<file path="src/rtl/sar_core_pkg.sv">
`timescale 1ns/1ps
package sar_core_pkg;

  typedef enum logic {
    PH_IDLE    = 1'b0,
    PH_CONVERT = 1'b1
  } phase_e;

  typedef enum logic [2:0] {
    SLOT_NONE,
    SLOT_LEAD,
    SLOT_DATA,
    SLOT_CONFIRM,
    SLOT_PAD
  } slot_e;

  // Classify a 1-based serial edge number within a frame.
  function automatic slot_e slot_of(input int unsigned edge_no,
                                    input int unsigned lead,
                                    input int unsigned res,
                                    input int unsigned confirm);
    if (edge_no == 0)                          return SLOT_NONE;
    else if (edge_no <= lead)                  return SLOT_LEAD;
    else if (edge_no <= lead + res)            return SLOT_DATA;
    else if (edge_no <= lead + res + confirm)  return SLOT_CONFIRM;
    else                                       return SLOT_PAD;
  endfunction

  // Bit position resolved by a data-slot edge (MSB first).
  function automatic int unsigned data_bit_of(input int unsigned edge_no,
                                              input int unsigned lead,
                                              input int unsigned res);
    return lead + res - edge_no;
  endfunction

endpackage

</file>
<file path="src/rtl/sig_sync.sv">
`timescale 1ns/1ps
module sig_sync #(
  parameter int  STAGES  = 2,
  parameter logic RST_VAL = 1'b0
) (
  input  logic clk,
  input  logic rst_n,
  input  logic din,
  output logic q,
  output logic q_d
);

  logic [STAGES-1:0] chain;

  generate
    for (genvar s = 0; s < STAGES; s++) begin : g_stage
      if (s == 0) begin : g_first
        always_ff @(posedge clk or negedge rst_n) begin
          if (!rst_n) chain[0] <= RST_VAL;
          else        chain[0] <= din;
        end
      end else begin : g_next
        always_ff @(posedge clk or negedge rst_n) begin
          if (!rst_n) chain[s] <= RST_VAL;
          else        chain[s] <= chain[s-1];
        end
      end
    end
  endgenerate

  always_ff @(posedge clk or negedge rst_n) begin
    if (!rst_n) q_d <= RST_VAL;
    else        q_d <= chain[STAGES-1];
  end

  assign q = chain[STAGES-1];

endmodule

</file>
<file path="src/rtl/sar_register.sv">
`timescale 1ns/1ps
module sar_register #(
  parameter int RES   = 10,
  parameter int IDX_W = $clog2(RES)
) (
  input  logic             clk,
  input  logic             rst_n,
  input  logic             clear,
  input  logic             load_msb,
  input  logic             decide,
  input  logic [IDX_W-1:0] bit_idx,
  input  logic             cmp,
  output logic [RES-1:0]   code,
  output logic [RES-1:0]   code_next
);

  always_comb begin
    code_next = code;
    if (clear) begin
      code_next = '0;
    end else if (load_msb) begin
      code_next          = '0;
      code_next[RES-1]   = 1'b1;
    end else if (decide) begin
      for (int i = 0; i < RES; i++) begin
        if (i == int'(bit_idx))
          code_next[i] = cmp;
        else if (i == int'(bit_idx) - 1)
          code_next[i] = 1'b1;
      end
    end
  end

  always_ff @(posedge clk or negedge rst_n) begin
    if (!rst_n) code <= '0;
    else        code <= code_next;
  end

endmodule

</file>
<file path="src/rtl/frame_ctrl.sv">
`timescale 1ns/1ps
module frame_ctrl
  import sar_core_pkg::*;
#(
  parameter int RES       = 10,
  parameter int LEAD      = 2,
  parameter int CONFIRM   = 2,
  parameter int FRAME_LEN = 16,
  parameter int IDX_W     = $clog2(RES),
  parameter int CNT_W     = $clog2(FRAME_LEN + 1)
) (
  input  logic             clk,
  input  logic             rst_n,
  input  logic             start_req,
  input  logic             stop_req,
  input  logic             sclk_rise,
  input  logic             cmp,
  output logic             hold,
  output logic             sdo,
  output logic             sdo_oe,
  output logic             done,
  output logic [CNT_W-1:0] edge_cnt,
  output logic             sar_clear,
  output logic             sar_load,
  output logic             sar_decide,
  output logic             last_bit,
  output logic [IDX_W-1:0] bit_idx
);

  phase_e           phase;
  logic [CNT_W-1:0] edge_nxt;
  slot_e            slot;
  logic             step;

  assign step     = (phase == PH_CONVERT) && sclk_rise && !stop_req;
  assign edge_nxt = (edge_cnt == CNT_W'(FRAME_LEN)) ? edge_cnt : edge_cnt + 1'b1;
  assign slot     = slot_of(int'(edge_nxt), LEAD, RES, CONFIRM);
  assign bit_idx  = IDX_W'(data_bit_of(int'(edge_nxt), LEAD, RES));

  assign sar_clear  = start_req || stop_req;
  assign sar_load   = step && (int'(edge_nxt) == LEAD);
  assign sar_decide = step && (slot == SLOT_DATA);
  assign last_bit   = sar_decide && (bit_idx == '0);
  assign hold       = (phase == PH_CONVERT);

  always_ff @(posedge clk or negedge rst_n) begin
    if (!rst_n) begin
      phase    <= PH_IDLE;
      edge_cnt <= '0;
      sdo      <= 1'b0;
      sdo_oe   <= 1'b0;
      done     <= 1'b0;
    end else if (stop_req) begin
      phase    <= PH_IDLE;
      edge_cnt <= '0;
      sdo      <= 1'b0;
      sdo_oe   <= 1'b0;
    end else if (start_req) begin
      phase    <= PH_CONVERT;
      edge_cnt <= '0;
      sdo      <= 1'b0;
      sdo_oe   <= 1'b1;
      done     <= 1'b0;
    end else if (step) begin
      edge_cnt <= edge_nxt;
      case (slot)
        SLOT_DATA: begin
          sdo <= cmp;
          if (last_bit) done <= 1'b1;
        end
        SLOT_CONFIRM: sdo <= cmp;
        default:      sdo <= 1'b0;
      endcase
    end
  end

endmodule

</file>
<file path="src/rtl/serial_sar_core.sv">
`timescale 1ns/1ps
module serial_sar_core #(
  parameter int RES         = 10,
  parameter int LEAD        = 2,
  parameter int CONFIRM     = 2,
  parameter int FRAME_LEN   = 16,
  parameter int SYNC_STAGES = 2
) (
  input  logic           clk,
  input  logic           rst_n,
  input  logic           cs_n,
  input  logic           sclk,
  input  logic           shdn_n,
  input  logic           cmp,
  output logic [RES-1:0] dac_code,
  output logic           hold,
  output logic           sdo,
  output logic           sdo_oe,
  output logic           ref_en,
  output logic           done,
  output logic [RES-1:0] result
);

  localparam int IDX_W = $clog2(RES);
  localparam int CNT_W = $clog2(FRAME_LEN + 1);

  logic cs_q, cs_qd, sclk_q, sclk_qd, shdn_q, shdn_qd;
  logic cs_fall_evt, cs_rise_evt, sclk_rise_evt, shdn_ok;
  logic start_evt, stop_evt;
  logic sar_clear, sar_load, sar_decide, last_bit;
  logic [IDX_W-1:0] bit_idx;
  logic [CNT_W-1:0] edge_cnt;
  logic [RES-1:0]   code_next;

  sig_sync #(.STAGES(SYNC_STAGES), .RST_VAL(1'b1)) u_cs_sync (
    .clk(clk), .rst_n(rst_n), .din(cs_n), .q(cs_q), .q_d(cs_qd));

  sig_sync #(.STAGES(SYNC_STAGES), .RST_VAL(1'b0)) u_sclk_sync (
    .clk(clk), .rst_n(rst_n), .din(sclk), .q(sclk_q), .q_d(sclk_qd));

  sig_sync #(.STAGES(SYNC_STAGES), .RST_VAL(1'b0)) u_shdn_sync (
    .clk(clk), .rst_n(rst_n), .din(shdn_n), .q(shdn_q), .q_d(shdn_qd));

  assign cs_fall_evt   = cs_qd && !cs_q;
  assign cs_rise_evt   = !cs_qd && cs_q;
  assign sclk_rise_evt = !sclk_qd && sclk_q;
  assign shdn_ok       = shdn_q && shdn_qd;
  assign ref_en        = shdn_ok;

  assign start_evt = cs_fall_evt && shdn_ok && !hold;
  assign stop_evt  = hold && (cs_rise_evt || !shdn_ok);

  frame_ctrl #(
    .RES(RES), .LEAD(LEAD), .CONFIRM(CONFIRM), .FRAME_LEN(FRAME_LEN),
    .IDX_W(IDX_W), .CNT_W(CNT_W)
  ) u_ctrl (
    .clk(clk), .rst_n(rst_n),
    .start_req(start_evt), .stop_req(stop_evt), .sclk_rise(sclk_rise_evt),
    .cmp(cmp),
    .hold(hold), .sdo(sdo), .sdo_oe(sdo_oe), .done(done),
    .edge_cnt(edge_cnt),
    .sar_clear(sar_clear), .sar_load(sar_load), .sar_decide(sar_decide),
    .last_bit(last_bit), .bit_idx(bit_idx)
  );

  sar_register #(.RES(RES), .IDX_W(IDX_W)) u_sar (
    .clk(clk), .rst_n(rst_n),
    .clear(sar_clear), .load_msb(sar_load), .decide(sar_decide),
    .bit_idx(bit_idx), .cmp(cmp),
    .code(dac_code), .code_next(code_next)
  );

  always_ff @(posedge clk or negedge rst_n) begin
    if (!rst_n)          result <= '0;
    else if (start_evt)  result <= '0;
    else if (last_bit)   result <= code_next;
  end

endmodule

</file>
<file path="config.mk">
export PLATFORM = sky130hd
export DESIGN_NAME = serial_sar_core
export DESIGN_NICKNAME = d
export VERILOG_FILES = /design/src/rtl/sar_core_pkg.sv /design/src/rtl/sig_sync.sv /design/src/rtl/sar_register.sv /design/src/rtl/frame_ctrl.sv /design/src/rtl/serial_sar_core.sv
export SDC_FILE = /design/constraint.sdc
export NUM_CORES = 1
export LEC_CHECK = 0
export BUFFER_PORTS_ARGS = -buffer_cell sky130_fd_sc_hd__buf_4
export CORE_MARGIN = 3
export CORE_UTILIZATION = 55
export DETAILED_ROUTE_END_ITERATION = 6
export GPL_TIMING_DRIVEN = 1
export PLACE_DENSITY = 0.8
export SYNTH_ARGS = -nofsm -noshare
export SYNTH_HDL_FRONTEND = slang
export SYNTH_SLANG_ARGS = --single-unit
</file>
<file path="constraint.sdc">
create_clock -name clk -period 6.7 [get_ports clk]
set_input_delay 1.34 -clock clk [delete_from_list [all_inputs] [get_ports clk]]
set_output_delay 1.34 -clock clk [all_outputs]
set_load 0.005 [all_outputs]
</file>
; ---- Word-level counts from Yosys, hierarchy flattened
; Index checks and enable logic that the tools add are counted.
[word_totals]
wordCells = 118
input_bits = 6
reg_bits = 37
[op_classes]
muxes = 43
bitwise = 1
reduce_logical = 31
eq_ne = 22
magnitude_cmp = 3
addsub = 3
[op_table]
columns = op, count
row1 = 4-bit by 32-bit equality test with 1-bit output (first input constant), 4
row2 = 3-bit by 32-bit equality test with 1-bit output (first input constant), 2
row3 = 5-bit by 32-bit equality test with 1-bit output (first input constant), 2
row4 = 10-bit two-way mux, 5
row5 = 2-bit by 32-bit equality test with 1-bit output (first input constant), 1
row6 = 32-bit zero test, 1
row7 = 1-bit two-way mux, 30
row8 = 4-bit equality test (first input constant), 6
row9 = 5-bit two-way mux, 4
row10 = 1-bit logical AND, 12
row11 = 3-bit two-way mux, 4
row12 = 5-bit by 4-bit <= comparator with 1-bit output (second input constant), 2
row13 = 3-bit by 4-bit equality test with 1-bit output (first input constant), 2
row14 = 4-bit zero test, 2
row15 = 2-bit nonzero test, 4
row16 = 3-bit by 2-bit equality test with 1-bit output (second input constant), 2
row17 = 1-bit zero test, 6
row18 = 5-bit by 1-bit adder with 5-bit output (second input constant), 1
row19 = 5-bit by 3-bit equality test with 1-bit output (second input constant), 1
row20 = 5-bit equality test (second input constant), 1
row21 = 5-bit by 2-bit <= comparator with 1-bit output (second input constant), 1
row22 = 5-bit zero test, 1
row23 = 4-bit by 1-bit subtractor with 5-bit output (second input constant), 1
row24 = 2-bit by 4-bit equality test with 1-bit output (first input constant), 1
row25 = 6 further kinds, 7

; ---- Logic depth before layout (Yosys ltp)
[logic_depth]
ltp_word = 14
ltp_mapped = 15
ltp_nobuf = 12

; ---- By module
; Synthesis repeated with hierarchy kept, for this count alone.
[unflattened]
cells_unflattened = 196
hier_area_um2 = 2092.0
[by_module_without_submodules]
columns = mod, area_per_inst_um2, instances, cells_per_inst
row1 = frame_ctrl, 691.9, 1, 82
row2 = sar_register, 663.1, 1, 65
row3 = serial_sar_core, 508.0, 1, 40
row4 = sig_sync (u_sclk_sync ...), 75.1, 2, 3
row5 = sig_sync (u_cs_sync), 78.8, 1, 3

; ---- Worst setup path before layout
; OpenSTA, ideal clock, no wires.
[synth_timing]
kind = register to register
start = register u_ctrl.edge_cnt[0]
end = register result[3]
arrival_time_ps = 3041
n_path_buf = 2
setup_time_ps = 131
slack_ps = 3528
path_stages_with_launch = 15
period_less_slack_ps = 3172
path_cell_list = dfrtp_1 buf_2 inv_1 ha_1 and4bb_1 buf_6 xnor2_2 inv_2 ha_1 or3b_2 mux2i_1 xnor2_1 nor2_1 a221oi_1 o41ai_1
[synth_between]
elab_chain_len = 14
elab_cells_between_ends = 29
[synth_rtl]
columns = element, line_no
row1 = start: declaration, frame_ctrl.sv:22  ; output logic [CNT_W-1:0] edge_cnt,
row2 = start signal: assignment, frame_ctrl.sv:65  ; edge_cnt <= edge_nxt;
row3 = 5-bit by 1-bit adder with 5-bit output / 5-bit equality test (equally long branches), frame_ctrl.sv:36  ; assign edge_nxt = (edge_cnt == CNT_W'(FRAME_LEN)) ? edge_cnt : edge_cnt + 1'b1;
row4 = 5-bit two-way mux (*), frame_ctrl.sv:36
row5 = "parallel branches: the longest is 12 deep, another holds 4-bit by 1-bit subtractor with 5-bit output", -
row6 = end signal: assignment, serial_sar_core.sv:76  ; else if (last_bit) result <= code_next;
row7 = end: declaration, serial_sar_core.sv:21  ; output logic [RES-1:0] result
; Mark *: on every way between the ends. The select of a mux whose other input is x is not followed.
; A chain may end at the register's enable or synchronous reset.

; ---- Final worst setup path
[layout_timing]
start = register u_ctrl.edge_cnt[0]
end = register result[4]
[layout_between]
elab_chain_len = 14
elab_cells_between_ends = 29
[layout_rtl]
columns = element, line_no
row1 = 5-bit by 1-bit adder with 5-bit output / 5-bit equality test (equally long branches), frame_ctrl.sv:36
row2 = 5-bit two-way mux (*), frame_ctrl.sv:36
row3 = "parallel branches: the longest is 12 deep, another holds 4-bit by 1-bit subtractor with 5-bit output", -
; Marks and branches as above.

==> results.py <==
metrics = {
    "status": {
        "status": "complete, no violations",
    },
    "grt": {
        "grt_pass1_vias": 1892,
        "grt_pass1_wl_mm": 9.094,
        "grt_max_degree": 38,
        "overflow": 0,
        "grt_use_total": 0.2326,
        "antenna_found_initial": 0,
    },
    "cts": {
        "holdBufCountCts": 0,
        "htreeDepth": 2,
        "clock_latency_ns": 0.29,
        "cts_tree": "done",
        "cts-root-buf": "clkbuf_8",
        "post_cts_resized": 0,
        "clock_path_buffers": 2,
        "cts.sinks": 37,
        "cts_setup_buffers": 0,
        "cts_buffers": 5,
        "clk_pin_slew_ns": 0.07,
    },
    "synth": {
        "synth_warnings": 0,
        "synth_top_area_share": 0.3795,
        "synth_compound_area_frac": 0.2282,
        "synth_xor_area_frac": 0.03404,
        "yosys.area_share.simple": 0.1881,
        "synthArstFlopShare": 1.000,
        "yosys.area_share.adder": 0.04353,
        "muxShareOfSynthArea": 0.02846,
        "synth_seq_area_share": 0.4146,
        "synth.cells.most_frequent": "dfrtp_1, nand2_1, nor2_1",
        "syn-num-nets": 249,
        "ys_seq_elements": 37,
        "synthTopCellsByArea": "dfrtp_1, ha_1, dfstp_2",
        "netlist_area_mm2": 0.002242,
        "yosysMostFrequentCell": "dfrtp_1",
        "synth_top_family_by_area": "compound AO/OA/AOI/OAI gates",
        "ys.flop_type": "dfrtp_1",
        "synth_edf_count": 0,
        "syn_area_per_cell_um2": 9.501,
        "yosysUniqueCellTypes": 62,
        "synth_top_area_cell": "dfrtp_1",
        "netlist_instances": 236,
    },
    "min_path": {
        "hold_path.class": "register to register",
        "hold_path_depth": 0,
        "min_to": "u_cs_sync.q",
        "holdCritStartpoint": "u_cs_sync.chain[0]",
    },
    "detailed_routing": {
        "dr.pass1.iters": 4,
        "routed.top_layer": "met4",
        "routed-wl-met2_mm": 2.535,
        "ant_nets": 0,
        "dr_wl_met3_um": 434,
        "drt_wl_total_mm": 5.390,
        "detail_route.vias_per_cell": 6.407,
        "wire_per_inst_um": 17.56,
        "num_vias": 1967,
        "m1WireLength_mm": 2.341,
        "drc": 0,
        "initialDrtViolationCount": 203,
    },
    "worst_setup_path": {
        "timing.critical_path.fanout_max": 18,
        "worstPathCellList": "inv_1 -> ha_1 -> and4bb_1 -> xnor2_2 -> inv_2 -> ha_1 -> inv_1 -> or3_4 -> nor3_4 -> a21oi_1 -> mux2_2",
        "max_stage_delay_ns": 0.76,
        "worstReg2RegEnd": "result[4]",
        "critPathKind": "register to register",
        "crit_path_start_kind": "register",
        "reg2reg_depth": 11,
        "cp.required_ns": 6.88,
        "rr_startpoint": "u_ctrl.edge_cnt[0]",
        "crit_arrival_ns": 3.94,
        "endpoint_kind": "register",
        "critPathBufInv": 3,
        "cp_slowest_cell": "a21oi_1",
        "r2r_slack_ns": 2.94,
        "crit_family": "compound AO/OA/AOI/OAI gates",
    },
    "place": {
        "dp_hpwl_mm": 3.887,
        "portBuffers": 30,
        "place_area_mm2": 0.002435,
        "place_congestion": 0.9744,
    },
    "floorplan": {
        "start_util": 0.5903,
        "core-area_mm2": 0.003799,
        "dieArea_mm2": 0.004879,
        "dieWidth_um": 69.85,
        "die_y_um": 69.85,
        "io_pins": 31,
        "rows": 22,
    },
    "sta": {
        "max_slew_margin": 0.3621,
        "finClkSkew_ns": 0.005947,
        "worst_slew_pin_slew_ns": 0.9569,
        "slew_viol_final": 0,
        "final-hold-violation-count": 0,
        "setup_tns_ns": 0,
        "fin_crit_ns": 3.757,
        "rsz0062_at_grt": "no",
        "setup_violations": 0,
        "period_share": 0.5608,
        "max_clock_freq_mhz": 266.1,
    },
    "layout": {
        "antennaDiodeCount": 0,
        "nFillCells": 298,
        "fin_nets": 271,
        "fin_util": 0.6703,
        "area_growth_pct": 13.56,
        "final_area_mm2": 0.002546,
        "drive_gt1_frac": 0.2124,
    },
    "power_and_ir_drop": {
        "seqPwrFrac": 0.510,
        "power_frac_comb": 0.076,
        "powerDensity_mw_per_mm2": 179.6,
        "swShare": 0.2252,
        "vdd_drop_max_mv": 0.1720,
        "p_clk_frac": 0.413,
        "switchingPower_mw": 0.1030,
        "p_leak_nw": 1.152,
        "p_int_mw": 0.3544,
    },
    "flow_run": {
        "drv_cap": 0,
    },
}
-- power by group through the flow --
stage / logic, mW / clock network [mW] / registers [mW]
finish: 0.0350 / 0.189 / 0.233
global route: 0.0390 / 0.202 / 0.234
CTS: 0.0352 / 0.193 / 0.233
detailed placement: 0.0348 / 0 / 0.237
global placement: 0.0340 / 0 / 0.237
floorplan: 0.0197 / 0 / 0.237
-- cell usage in the layout, fill, tap and decap left out, types with 3 or more instances in the layout --
cell      instances
nor2b_1           5
a221oi_1          3
buf_4            30
o21ai_0          14
a211oi_1          4
clkbuf_8          5
inv_1            12
nand2_1          19
o211ai_1          5
or3_1             3
nor3_1            9
nand2b_1          3
nor2_1           15
a21oi_1          13
mux2_2            3
and3_1            4
mux2i_1           3
xnor2_1           4
o21ai_1           3
and2_1            3
o211a_1           3
dfrtp_1          34
ha_1              7
o22ai_1           3
dfstp_2           3
nand3_1           3
-- layer usage --
metal	vias up	track usage
met5	-	0
li1	914	-
met3	7	0.04892
met4	0	0.09362
met1	945	0.3159
met2	101	0.3631
-- worst max-delay path by stage --
stage / startpoint / endpoint / slack (ns) / cells past startpoint
finish: u_ctrl.edge_cnt[0] / result[4] / 2.94 / 11
global route: u_ctrl.edge_cnt[0] / result[4] / 2.65 / 11
CTS: u_ctrl.edge_cnt[0] / result[4] / 2.96 / 11
detailed placement: u_ctrl.edge_cnt[0] / result[4] / 3.00 / 11
global placement: u_ctrl.edge_cnt[0] / result[4] / 3.16 / 11
floorplan: u_ctrl.edge_cnt[0] / result[3] / 3.53 / 14
-- cell families (layout without fill, tap and decap cells) --
kind of cell               count (synthesis)  in the layout
adders and majority gates                  8              8
and+or+nand+nor                           77             77
buffers and inverters                     28             51
DFF                                       37             37
AOI/OAI and AO/OA                         73             73
muxes                                      6              6
xor gates and xnor gates                   7              7
-- per-stage QoR --
stage / power, mW / instances / setup slack (ns) / hold WS (ns)
after floorplan: 0.2562 / 236 / 3.528 / 0.3312
after global placement: 0.2712 / 299 / 3.155 / 0.3337
after detailed placement: 0.2723 / 299 / 2.996 / 0.3389
after CTS: 0.4616 / 307 / 2.955 / 0.3599
after global routing: 0.4753 / 307 / 2.648 / 0.3655
final: 0.4574 / 307 / 2.943 / 0.3583
-- sequential cells by signal, indices dropped and copies added (netlist names) --
register / flops
u_shdn_sync.q: 1
u_sclk_sync.q_d: 1
u_sclk_sync.chain: 1
result: 10
u_shdn_sync.chain: 1
u_ctrl.sdo: 1
u_sar.code: 10
u_shdn_sync.q_d: 1
u_cs_sync.q_d: 1
u_ctrl.done: 1
u_ctrl.sdo_oe: 1
u_ctrl.edge_cnt: 5
u_cs_sync.q: 1
u_cs_sync.chain: 1
u_sclk_sync.q: 1
-- layout make-up --
cell class	instances	area [um2]	share of cell area
clock buffers	6	72.57	0.02850
clock inverters	2	38.79	0.01523
inverters	13	48.80	0.01916
multi-input cells	171	1171	0.4599
flip-flops and latches	37	929.6	0.3651
well taps	48	60.06	0.02359
repair buffers	30	225.2	0.08845
(Power assumes the default switching activity.)
